[src/rtl/bitcnt_pkg.sv]
package bitcnt_pkg;

  typedef enum logic [1:0] {
    OP_LEAD  = 2'd0,
    OP_TRAIL = 2'd1,
    OP_ONES  = 2'd2,
    OP_RSVD  = 2'd3
  } cnt_op_e;

  localparam logic [11:0] IMM_LEAD  = 12'h600;
  localparam logic [11:0] IMM_TRAIL = 12'h601;
  localparam logic [11:0] IMM_ONES  = 12'h602;

endpackage

[src/rtl/bitcnt_opdec.sv]
module bitcnt_opdec
  import bitcnt_pkg::*;
(
  input  logic          dec_en,
  input  logic [1:0]    op_sel,
  input  logic [11:0]   imm12,
  output cnt_op_e       op,
  output logic          bad_sel
);

  always_comb begin
    op      = OP_LEAD;
    bad_sel = 1'b0;
    if (dec_en) begin
      case (imm12)
        IMM_LEAD:  op = OP_LEAD;
        IMM_TRAIL: op = OP_TRAIL;
        IMM_ONES:  op = OP_ONES;
        default:   bad_sel = 1'b1;
      endcase
    end else begin
      op      = cnt_op_e'(op_sel);
      bad_sel = (op_sel == OP_RSVD);
    end
  end

endmodule

[src/rtl/bitcnt_lead_tree.sv]
module bitcnt_lead_tree #(
  parameter int DATA_W = 32,
  parameter int CNT_W  = $clog2(DATA_W) + 1
) (
  input  logic [DATA_W-1:0] vec,
  output logic [CNT_W-1:0]  count
);

  localparam int LEVELS = $clog2(DATA_W);

  // Node j of a level covers a group of bits counted from the MSB side;
  // child 2j is the more significant half, child 2j+1 the less significant.
  for (genvar lv = 0; lv <= LEVELS; lv++) begin : g_lvl
    localparam int NODES = DATA_W >> lv;
    logic [CNT_W-1:0] cnt  [NODES];
    logic             zero [NODES];
    if (lv == 0) begin : g_leaf
      for (genvar j = 0; j < NODES; j++) begin : g_node
        assign zero[j] = ~vec[DATA_W-1-j];
        assign cnt[j]  = '0;
      end
    end else begin : g_join
      localparam int HALF = 1 << (lv - 1);
      for (genvar j = 0; j < NODES; j++) begin : g_node
        assign zero[j] = g_lvl[lv-1].zero[2*j] & g_lvl[lv-1].zero[2*j+1];
        assign cnt[j]  = g_lvl[lv-1].zero[2*j]
                       ? (CNT_W'(HALF) | g_lvl[lv-1].cnt[2*j+1])
                       : g_lvl[lv-1].cnt[2*j];
      end
    end
  end

  assign count = g_lvl[LEVELS].zero[0] ? CNT_W'(DATA_W) : g_lvl[LEVELS].cnt[0];

endmodule

[src/rtl/bitcnt_ones_tree.sv]
module bitcnt_ones_tree #(
  parameter int DATA_W = 32,
  parameter int CNT_W  = $clog2(DATA_W) + 1
) (
  input  logic [DATA_W-1:0] vec,
  output logic [CNT_W-1:0]  count
);

  localparam int LEVELS = $clog2(DATA_W);

  for (genvar lv = 0; lv <= LEVELS; lv++) begin : g_lvl
    localparam int NODES = DATA_W >> lv;
    logic [CNT_W-1:0] sum [NODES];
    if (lv == 0) begin : g_leaf
      for (genvar j = 0; j < NODES; j++) begin : g_node
        assign sum[j] = CNT_W'(vec[j]);
      end
    end else begin : g_join
      for (genvar j = 0; j < NODES; j++) begin : g_node
        assign sum[j] = g_lvl[lv-1].sum[2*j] + g_lvl[lv-1].sum[2*j+1];
      end
    end
  end

  assign count = g_lvl[LEVELS].sum[0];

endmodule

[src/rtl/bitcount_unit.sv]
module bitcount_unit
  import bitcnt_pkg::*;
#(
  parameter int DATA_W = 32
) (
  input  logic              clk,
  input  logic              rst_n,
  input  logic              in_valid,
  input  logic [DATA_W-1:0] operand,
  input  logic [1:0]        op_sel,
  input  logic              dec_en,
  input  logic [11:0]       imm12,
  output logic              out_valid,
  output logic [DATA_W-1:0] result,
  output logic              illegal
);

  localparam int CNT_W = $clog2(DATA_W) + 1;

  cnt_op_e           op;
  logic              bad_sel;
  logic [DATA_W-1:0] rev_opnd;
  logic [DATA_W-1:0] lead_in;
  logic [CNT_W-1:0]  lead_cnt;
  logic [CNT_W-1:0]  ones_cnt;
  logic [CNT_W-1:0]  cnt_sel;
  logic [DATA_W-1:0] result_d;
  logic              illegal_d;
  logic              load_en;
  logic [DATA_W-1:0] result_q;
  logic              illegal_q;
  logic              valid_q;

  bitcnt_opdec u_opdec (
    .dec_en  (dec_en),
    .op_sel  (op_sel),
    .imm12   (imm12),
    .op      (op),
    .bad_sel (bad_sel)
  );

  // The trailing count reuses the leading tree on the mirrored operand.
  for (genvar i = 0; i < DATA_W; i++) begin : g_rev
    assign rev_opnd[i] = operand[DATA_W-1-i];
  end

  assign lead_in = (op == OP_TRAIL) ? rev_opnd : operand;

  bitcnt_lead_tree #(.DATA_W(DATA_W), .CNT_W(CNT_W)) u_lead (
    .vec   (lead_in),
    .count (lead_cnt)
  );

  bitcnt_ones_tree #(.DATA_W(DATA_W), .CNT_W(CNT_W)) u_ones (
    .vec   (operand),
    .count (ones_cnt)
  );

  always_comb begin
    case (op)
      OP_LEAD, OP_TRAIL: cnt_sel = lead_cnt;
      OP_ONES:           cnt_sel = ones_cnt;
      default:           cnt_sel = '0;
    endcase
    illegal_d = bad_sel;
    result_d  = bad_sel ? '0 : {{(DATA_W-CNT_W){1'b0}}, cnt_sel};
    load_en   = in_valid;
  end

  always_ff @(posedge clk or negedge rst_n) begin
    if (!rst_n) begin
      valid_q   <= 1'b0;
      result_q  <= '0;
      illegal_q <= 1'b0;
    end else begin
      valid_q <= in_valid;
      if (load_en) begin
        result_q  <= result_d;
        illegal_q <= illegal_d;
      end
    end
  end

  assign out_valid = valid_q;
  assign result    = result_q;
  assign illegal   = illegal_q;

endmodule

[config.mk]
export PLATFORM = sky130hd
export DESIGN_NAME = bitcount_unit
export DESIGN_NICKNAME = d
export VERILOG_FILES = /design/src/rtl/bitcnt_pkg.sv /design/src/rtl/bitcnt_opdec.sv /design/src/rtl/bitcnt_lead_tree.sv /design/src/rtl/bitcnt_ones_tree.sv /design/src/rtl/bitcount_unit.sv
export SDC_FILE = /design/constraint.sdc
export NUM_CORES = 1
export LEC_CHECK = 0
export BUFFER_PORTS_ARGS = -buffer_cell sky130_fd_sc_hd__buf_4
export CAP_MARGIN = 20
export CORE_MARGIN = 1.5
export CORE_UTILIZATION = 52
export DETAILED_ROUTE_END_ITERATION = 16
export GPL_ROUTABILITY_DRIVEN = 0
export PLACE_DENSITY = 0.81
export SYNTH_ARGS = -nofsm -noshare
export SYNTH_HDL_FRONTEND = slang
export SYNTH_SLANG_ARGS = --single-unit
[constraint.sdc]
create_clock -name clk -period 1 [get_ports clk]
set_input_delay 0.1 -clock clk [delete_from_list [all_inputs] [get_ports clk]]
set_output_delay 0.1 -clock clk [all_outputs]
set_load 0.05 [all_outputs]
==> impl_results.md, run 1 <==
* CP max stage delay at 550 ps
* Vias in the first global route at 2488
* RSZ-0062 raised after global routing: true
* CP Class: in -> reg
* Initial antenna violation count at 0
* Hold Path Class: in -> reg
* Pwr dens at 2070 nW/um^2
* Critical Path End Type: flip-flop
* Logic pwr share at 89.4%
* Via/cell ratio at 5.21
* Sw Share at 48.0%
* Final nets at 519
* Initial Utilization at 53.9%
* Final HPWL DP at 5450 um
* Critical-path cell with the highest stage delay: fa_1
* Drt total wl at 6570 um
* Max-Cap Viols at 0
* Clk_skew at 0 ps
* Leak at 1.81 nW
* Antenna cells at 0
* Worst-path clk slew at 40 ps
* Clock Sinks at 8
* Leading area contributor after synthesis: fa_1
* Via Count at 2442
* CTS tree: built
* Synth Cell Area at 2350 um^2
* GR Util met1 at 32.1%
* Post-Place Cell Area at 3380 um^2
* GRT busiest layer: met2
* GR Util met3 at 2.74%
* CTS Buf Count at 3
* Top FF cell, synth: dfrtp_1
* Fin. Hold Viols at 0
* CTS max path bufs at 2
* Avg Cell Area, Syn at 8.21 um^2
* Share of layout cells above drive strength 1 at 46.8%
* Yosys warnings at 0
* Tcrit/Tclk final at 403%
* H-tree lvl count at 1
* Remaining antenna violation count at 0
* Avg WL per Cell at 14.0 um
* First-pass GRT wire length at 10800 um
* Top-area cell type share of the netlist area at 22.2%
* Insertion delay to the later sink of the worst-skew pair at 230 ps
* Failing checks: negative setup slack
* Die Height at 70.2 um
* Design area at 3600 um^2
* Die area at 4930 um^2
* Maximum clock rate at 248 MHz
* CP Launch Type: input port
* DRC at 0
* VDD IR max at 1.59 mV
* Netlist cell types at 52
* Clk root buf: clkbuf_8
* Core area at 4350 um^2
* First-pass DRT Iterations at 4
* Crit Path Max Fanout at 2
* Initial DRC Count at 97
* Row count at 24
* Met2 usage at 52.1%
* Clk pwr share at 5.2%
* Port Buffers at 57
* Top cells by area, synth: fa_1 22%, ha_1 13%, inv_1 9.9%, dfrtp_1 8.5%, buf_4 8.3%
* Pin count of the biggest net entering global routing at 11
* Post-Synthesis Cells at 286
* #FFs+latches synth at 8
* Global route overflow at 0
* Setup TNS at -16790 ps
* Crit-path most repeated cell: inv_2
* Async set-reset flop share out of synthesis at 100%
* CP Data Required Time at 1110 ps
* Sw Pwr at 3.58 mW
* Pint at 3.89 mW
* Total power at 7.47 mW
* Crit-path cells: buf_8 > ha_4 > fa_1 > inv_2 > fa_2 > inv_2 > fa_2 > fa_1 > inv_2 > fa_1 > inv_2 > ha_4 > fa_2 > a21o_1 > a21oi_2 > nor2_1 > a31oi_1 > o2bb2ai_1
* Final setup fails at 7
* Sequential area share after synthesis at 8.52%
* Reg power frac at 5.5%
* Most common cell after layout, fill and taps aside: buf_4
* Commonest non-fill, non-tap cells in the layout: 116 x buf_4, 38 x inv_1, 26 x conb_1
* Area grow syn2layout at 53.5%
* GRT Total Usage at 27.1%
* Status: finished, violations left
* Minimum clock period at 4030 ps
* Largest delay share family, worst path: adder cells
* Crit path DAT at 4150 ps
* Buf/Inv on CP at 5
* Max-slew violation count at 0
* Num ports at 84
* Post-synth EDFFs at 0
* Final Worst Setup Slack at -3030 ps
* Die Wd at 70.2 um
==> routing by layer <==
layer | routed length, um | vias up
li1 | - | 1186
met4 | 93 | 0
met1 | 2530 | 1153
met2 | 3620 | 93
met3 | 326 | 10
met5 | 0 | -
==> registers in the layout (all words and copies together) (netlist names) <==
| signal | flops |
|---|---|
| result | 6 |
| illegal | 1 |
| out_valid | 1 |
==> cell type report <==
cell class	instances	area [um^2]
clock buffers	3	41.3
inverters	62	235
multi-input cells	213	2020
well taps	52	65.1
fillers	281	749
flip-flops and latches	8	200
repair buffers	131	1050
==> what timing repair did <==
action                     in CTS  in global routing
gates resized for setup        19                 27
setup endpoints to repair       7                  7
setup buffers                   0                  1
hold buffers                    1                  0
pin swaps                      14                 24
hold endpoints to repair        8                  0
==> Yosys cell counts (3+ instances only) <==
master and instances:
a31oi_1 4, or4_1 3, buf_4 26, a211oi_1 4, o21bai_1 3, ha_1 24
o31ai_1 5, nor2_1 15, o21ai_0 10, a21oi_1 12, o211ai_1 3, nor3_1 7
nor4_1 8, fa_1 26, a2111oi_0 3, inv_1 62, nor2b_1 5, nand2_1 11
nand2b_1 3, dfrtp_1 8
==> power groups by stage <==
stage,sequential [mW],combinational (mW),clock (mW)
floorplan,0.603,3.83,0
CTS,0.409,6.14,0.385
global placement,0.408,5.71,0
detailed placement,0.412,5.98,0
global route,0.417,7.33,0.401
finish,0.409,6.68,0.385
==> worst paths after layout <==
kind / slack [ps] / cells after the start / endpoint / from
max: -3030 / 18 / result[5]$_DFFE_PN0P_ / operand[17]
min: 130 / 2 / out_valid$_DFF_PN0_ / in_valid
max reg2reg: 110 / 2 / result[2]$_DFFE_PN0P_ / result[2]$_DFFE_PN0P_
min reg2reg: 500 / 1 / result[4]$_DFFE_PN0P_ / result[4]$_DFFE_PN0P_
max in group asynchronous: 630 / 2 / result[1]$_DFFE_PN0P_ / rst_n
min in group asynchronous: 250 / 2 / result[5]$_DFFE_PN0P_ / rst_n
==> metrics by stage <==
step,instances,utilization (%),setup WS (ps),hold WS [ps]
floorplan,311,-,-3000,-196
CTS,468,80.8,-3050,136
finish,469,82.8,-3030,134
detailed placement,464,77.6,-3330,-80.3
global placement,464,77.6,-3200,-81.8
global route,469,82.8,-3150,139
==> kinds of logic (layout without fill, tap and decap cells) <==
logic type               after synthesis  in the layout  synth area share (%)
AND/OR/NAND/NOR                       65             65                  15.4
multiplexers                           3              3                  1.33
other                                  1             26                 0.160
AO/OA/AOI/OAI                         65             65                  19.2
adder cells (fa/ha/maj)               50             50                  34.9
buffers and inverters                 90            196                  18.9
XOR/XNOR                               4              4                  1.49
flip-flops                             8              8                  8.52
Note: power is estimated with default switching activity, not from simulation.
==> run 2: changes to the inputs <==
RECOVER_POWER = 25   (was not set)
==> run 2 against run 1 <==
  * The flow still finishes with violations (negative setup slack)
  * Critical path depth is the same
  * Sequential power is essentially flat
  * Clock skew is the same
==> impl_results.md, run 2 (synthesized netlist as in run 1, its figures left out) <==
* Antenna cells at 0 (unchanged)
* Commonest non-fill, non-tap cells in the layout: 114 x buf_4, 38 x inv_1, 26 x conb_1 (was 116 x buf_4, 38 x inv_1, 26 x conb_1)
* Status: finished, violations left (unchanged)
* Max-slew violation count at 0 (unchanged)
* GRT Total Usage at 27.1% (unchanged)
* Global route overflow at 0 (unchanged)
* Share of layout cells above drive strength 1 at 46.3% (was 46.8%)
* Area grow syn2layout at 53.2% (was 53.5%)
* Tcrit/Tclk final at 404% (was 403%)
* Worst-path clk slew at 40 ps (about the same)
* Finished Layout Cells at 469 (unchanged)
* Final Worst Setup Slack at -3040 ps (was -3030 ps)
* CTS Buf Count at 3 (unchanged)
* Final setup fails at 7 (unchanged)
* Via/cell ratio at 5.21 (about the same)
* Filler cells at 283 (was 281)
* Drt total wl at 6590 um (was 6570 um)
* Failing checks: negative setup slack (unchanged)
* Avg WL per Cell at 14.1 um (was 14.0 um)
* Design area at 3600 um^2 (about the same)
* Crit Path Max Fanout at 2 (unchanged)
* Die Height at 70.2 um (unchanged)
* Critical Path End Type: flip-flop (unchanged)
* Num ports at 84 (unchanged)
* Minimum clock period at 4040 ps (was 4030 ps)
* Pre-CTS setup slack at -3330 ps (unchanged)
* Initial DRC Count at 99 (was 97)
* Vias in the first global route at 2488 (unchanged)
* Initial Utilization at 53.9% (unchanged)
* Worst flop-to-flop path startpoint: result[1]$_DFFE_PN0P_ (was result[2]$_DFFE_PN0P_)
* CP Data Required Time at 1110 ps (about the same)
* First-pass DRT Iterations at 4 (unchanged)
* CTS max path bufs at 2 (unchanged)
* Clock Sinks at 8 (unchanged)
* Hold path depth at 2 (unchanged)
* Core area at 4350 um^2 (unchanged)
* Initial antenna violation count at 0 (unchanged)
* R2r setup slk at 100 ps (was 110 ps)
* Die Wd at 70.2 um (unchanged)
* Max FFs per register at 6 (unchanged)
* Crit path DAT at 4150 ps (about the same)
* Setup TNS at -16800 ps (was -16790 ps)
* Fin. Hold Viols at 0 (unchanged)
* Remaining antenna violation count at 0 (unchanged)
* Row count at 24 (unchanged)
* CP Launch Type: input port (unchanged)
* CP Class: in -> reg (unchanged)
* Die area at 4930 um^2 (unchanged)
* Insertion delay to the later sink of the worst-skew pair at 230 ps (about the same)
* Worst r2r dst: result[1]$_DFFE_PN0P_ (was result[2]$_DFFE_PN0P_)
* Most common cell after layout, fill and taps aside: buf_4 (unchanged)
* RSZ-0062 raised after global routing: true (unchanged)
* Hold Crit Start: in_valid (unchanged)
* Final HPWL DP at 5450 um (unchanged)
* CTS tree: built (unchanged)
* VDD IR max at 1.59 mV (about the same)
* Total power at 7.47 mW (about the same)
* Hold Path Class: in -> reg (unchanged)
* Maximum clock rate at 248 MHz (about the same)
* Pwr dens at 2080 nW/um^2 (was 2070 nW/um^2)
* Sink of the worst hold path: out_valid$_DFF_PN0_ (unchanged)
* Dpl cells at 464 (unchanged)
* First-pass GRT wire length at 10800 um (unchanged)
* Clk_skew at 0 ps (unchanged)
* Clk root buf: clkbuf_8 (unchanged)
* H-tree lvl count at 1 (unchanged)
* Pin count of the biggest net entering global routing at 11 (unchanged)
* Post-Place Cell Area at 3380 um^2 (unchanged)
* Final nets at 519 (unchanged)
* Layout Utilization at 82.6% (was 82.8%)
* DRC at 0 (unchanged)
* Leak at 1.81 nW (about the same)
* Worst hold slack at 219 ps (was 134 ps)
* Port Buffers at 57 (unchanged)
* Worst-case reg-to-reg path depth at 2 (unchanged)
* Via Count at 2444 (was 2442)
* Max-Cap Viols at 0 (unchanged)
## run 2: changes by cell type in the layout (fill, tap and decap cells not counted)
cell / change
buf_4: -2
clkbuf_1: +2
## run 2: where the power goes
group          internal, mW  total, mW  switching (mW)  leakage [nW]
Clock                 0.260      0.386           0.125        0.0216
Combinational          3.24       6.67            3.43          1.68
Sequential            0.380      0.410          0.0300         0.105
Total                  3.88       7.47            3.59          1.81
## run 2: routing by layer
metal / global-route usage (%) / vias up / wire length [um]
met5: 0 / - / 0
met4: 5.98 / 0 / 85
met3: 2.74 / 10 / 258
met2: 52.1 / 77 / 3640
met1: 32.1 / 1174 / 2610
li1: - / 1183 / -
## run 2: worst max path at each step
stage / startpoint / end
finish: operand[17] / result[5]$_DFFE_PN0P_
global route: operand[24] / result[5]$_DFFE_PN0P_
floorplan: operand[26] / result[5]$_DFFE_PN0P_
detailed placement: operand[20] / result[5]$_DFFE_PN0P_
CTS: operand[17] / result[5]$_DFFE_PN0P_
global placement: operand[10] / result[5]$_DFFE_PN0P_
## run 2: repair_timing
action / 4_1_cts / 5_1_grt
resized for setup: 19 / 27
pin swaps: 14 / 24
endpoints found under the hold margin: 8 / 0
endpoints found under the setup margin: 7 / 7
buffers inserted: 0 / 1
hold buffers: 1 / 0
## run 2: area by class of cell
| class | instances | area, um^2 | area share, % |
|---|---|---|---|
| Timing Repair Buffer | 131 | 1040 | 28.9 |
| Clock buffer | 3 | 41.3 | 1.15 |
| Tap cell | 52 | 65.1 | 1.81 |
| Multi-Input combinational cell | 213 | 2020 | 56.1 |
| Inverter | 62 | 235 | 6.54 |
| Sequential cell | 8 | 200 | 5.57 |
## run 2: worst max-delay path, stage by stage
cell and delay (ps):
buf_8 100, ha_4 150, fa_1 550, inv_2 40, fa_2 520, inv_2 40, fa_2 440, fa_1 530
inv_2 40, fa_1 510, inv_2 50, ha_4 160, fa_2 350, a21o_1 170, a21oi_2 110, nor2_1 50
a31oi_1 140, o2bb2ai_1 80
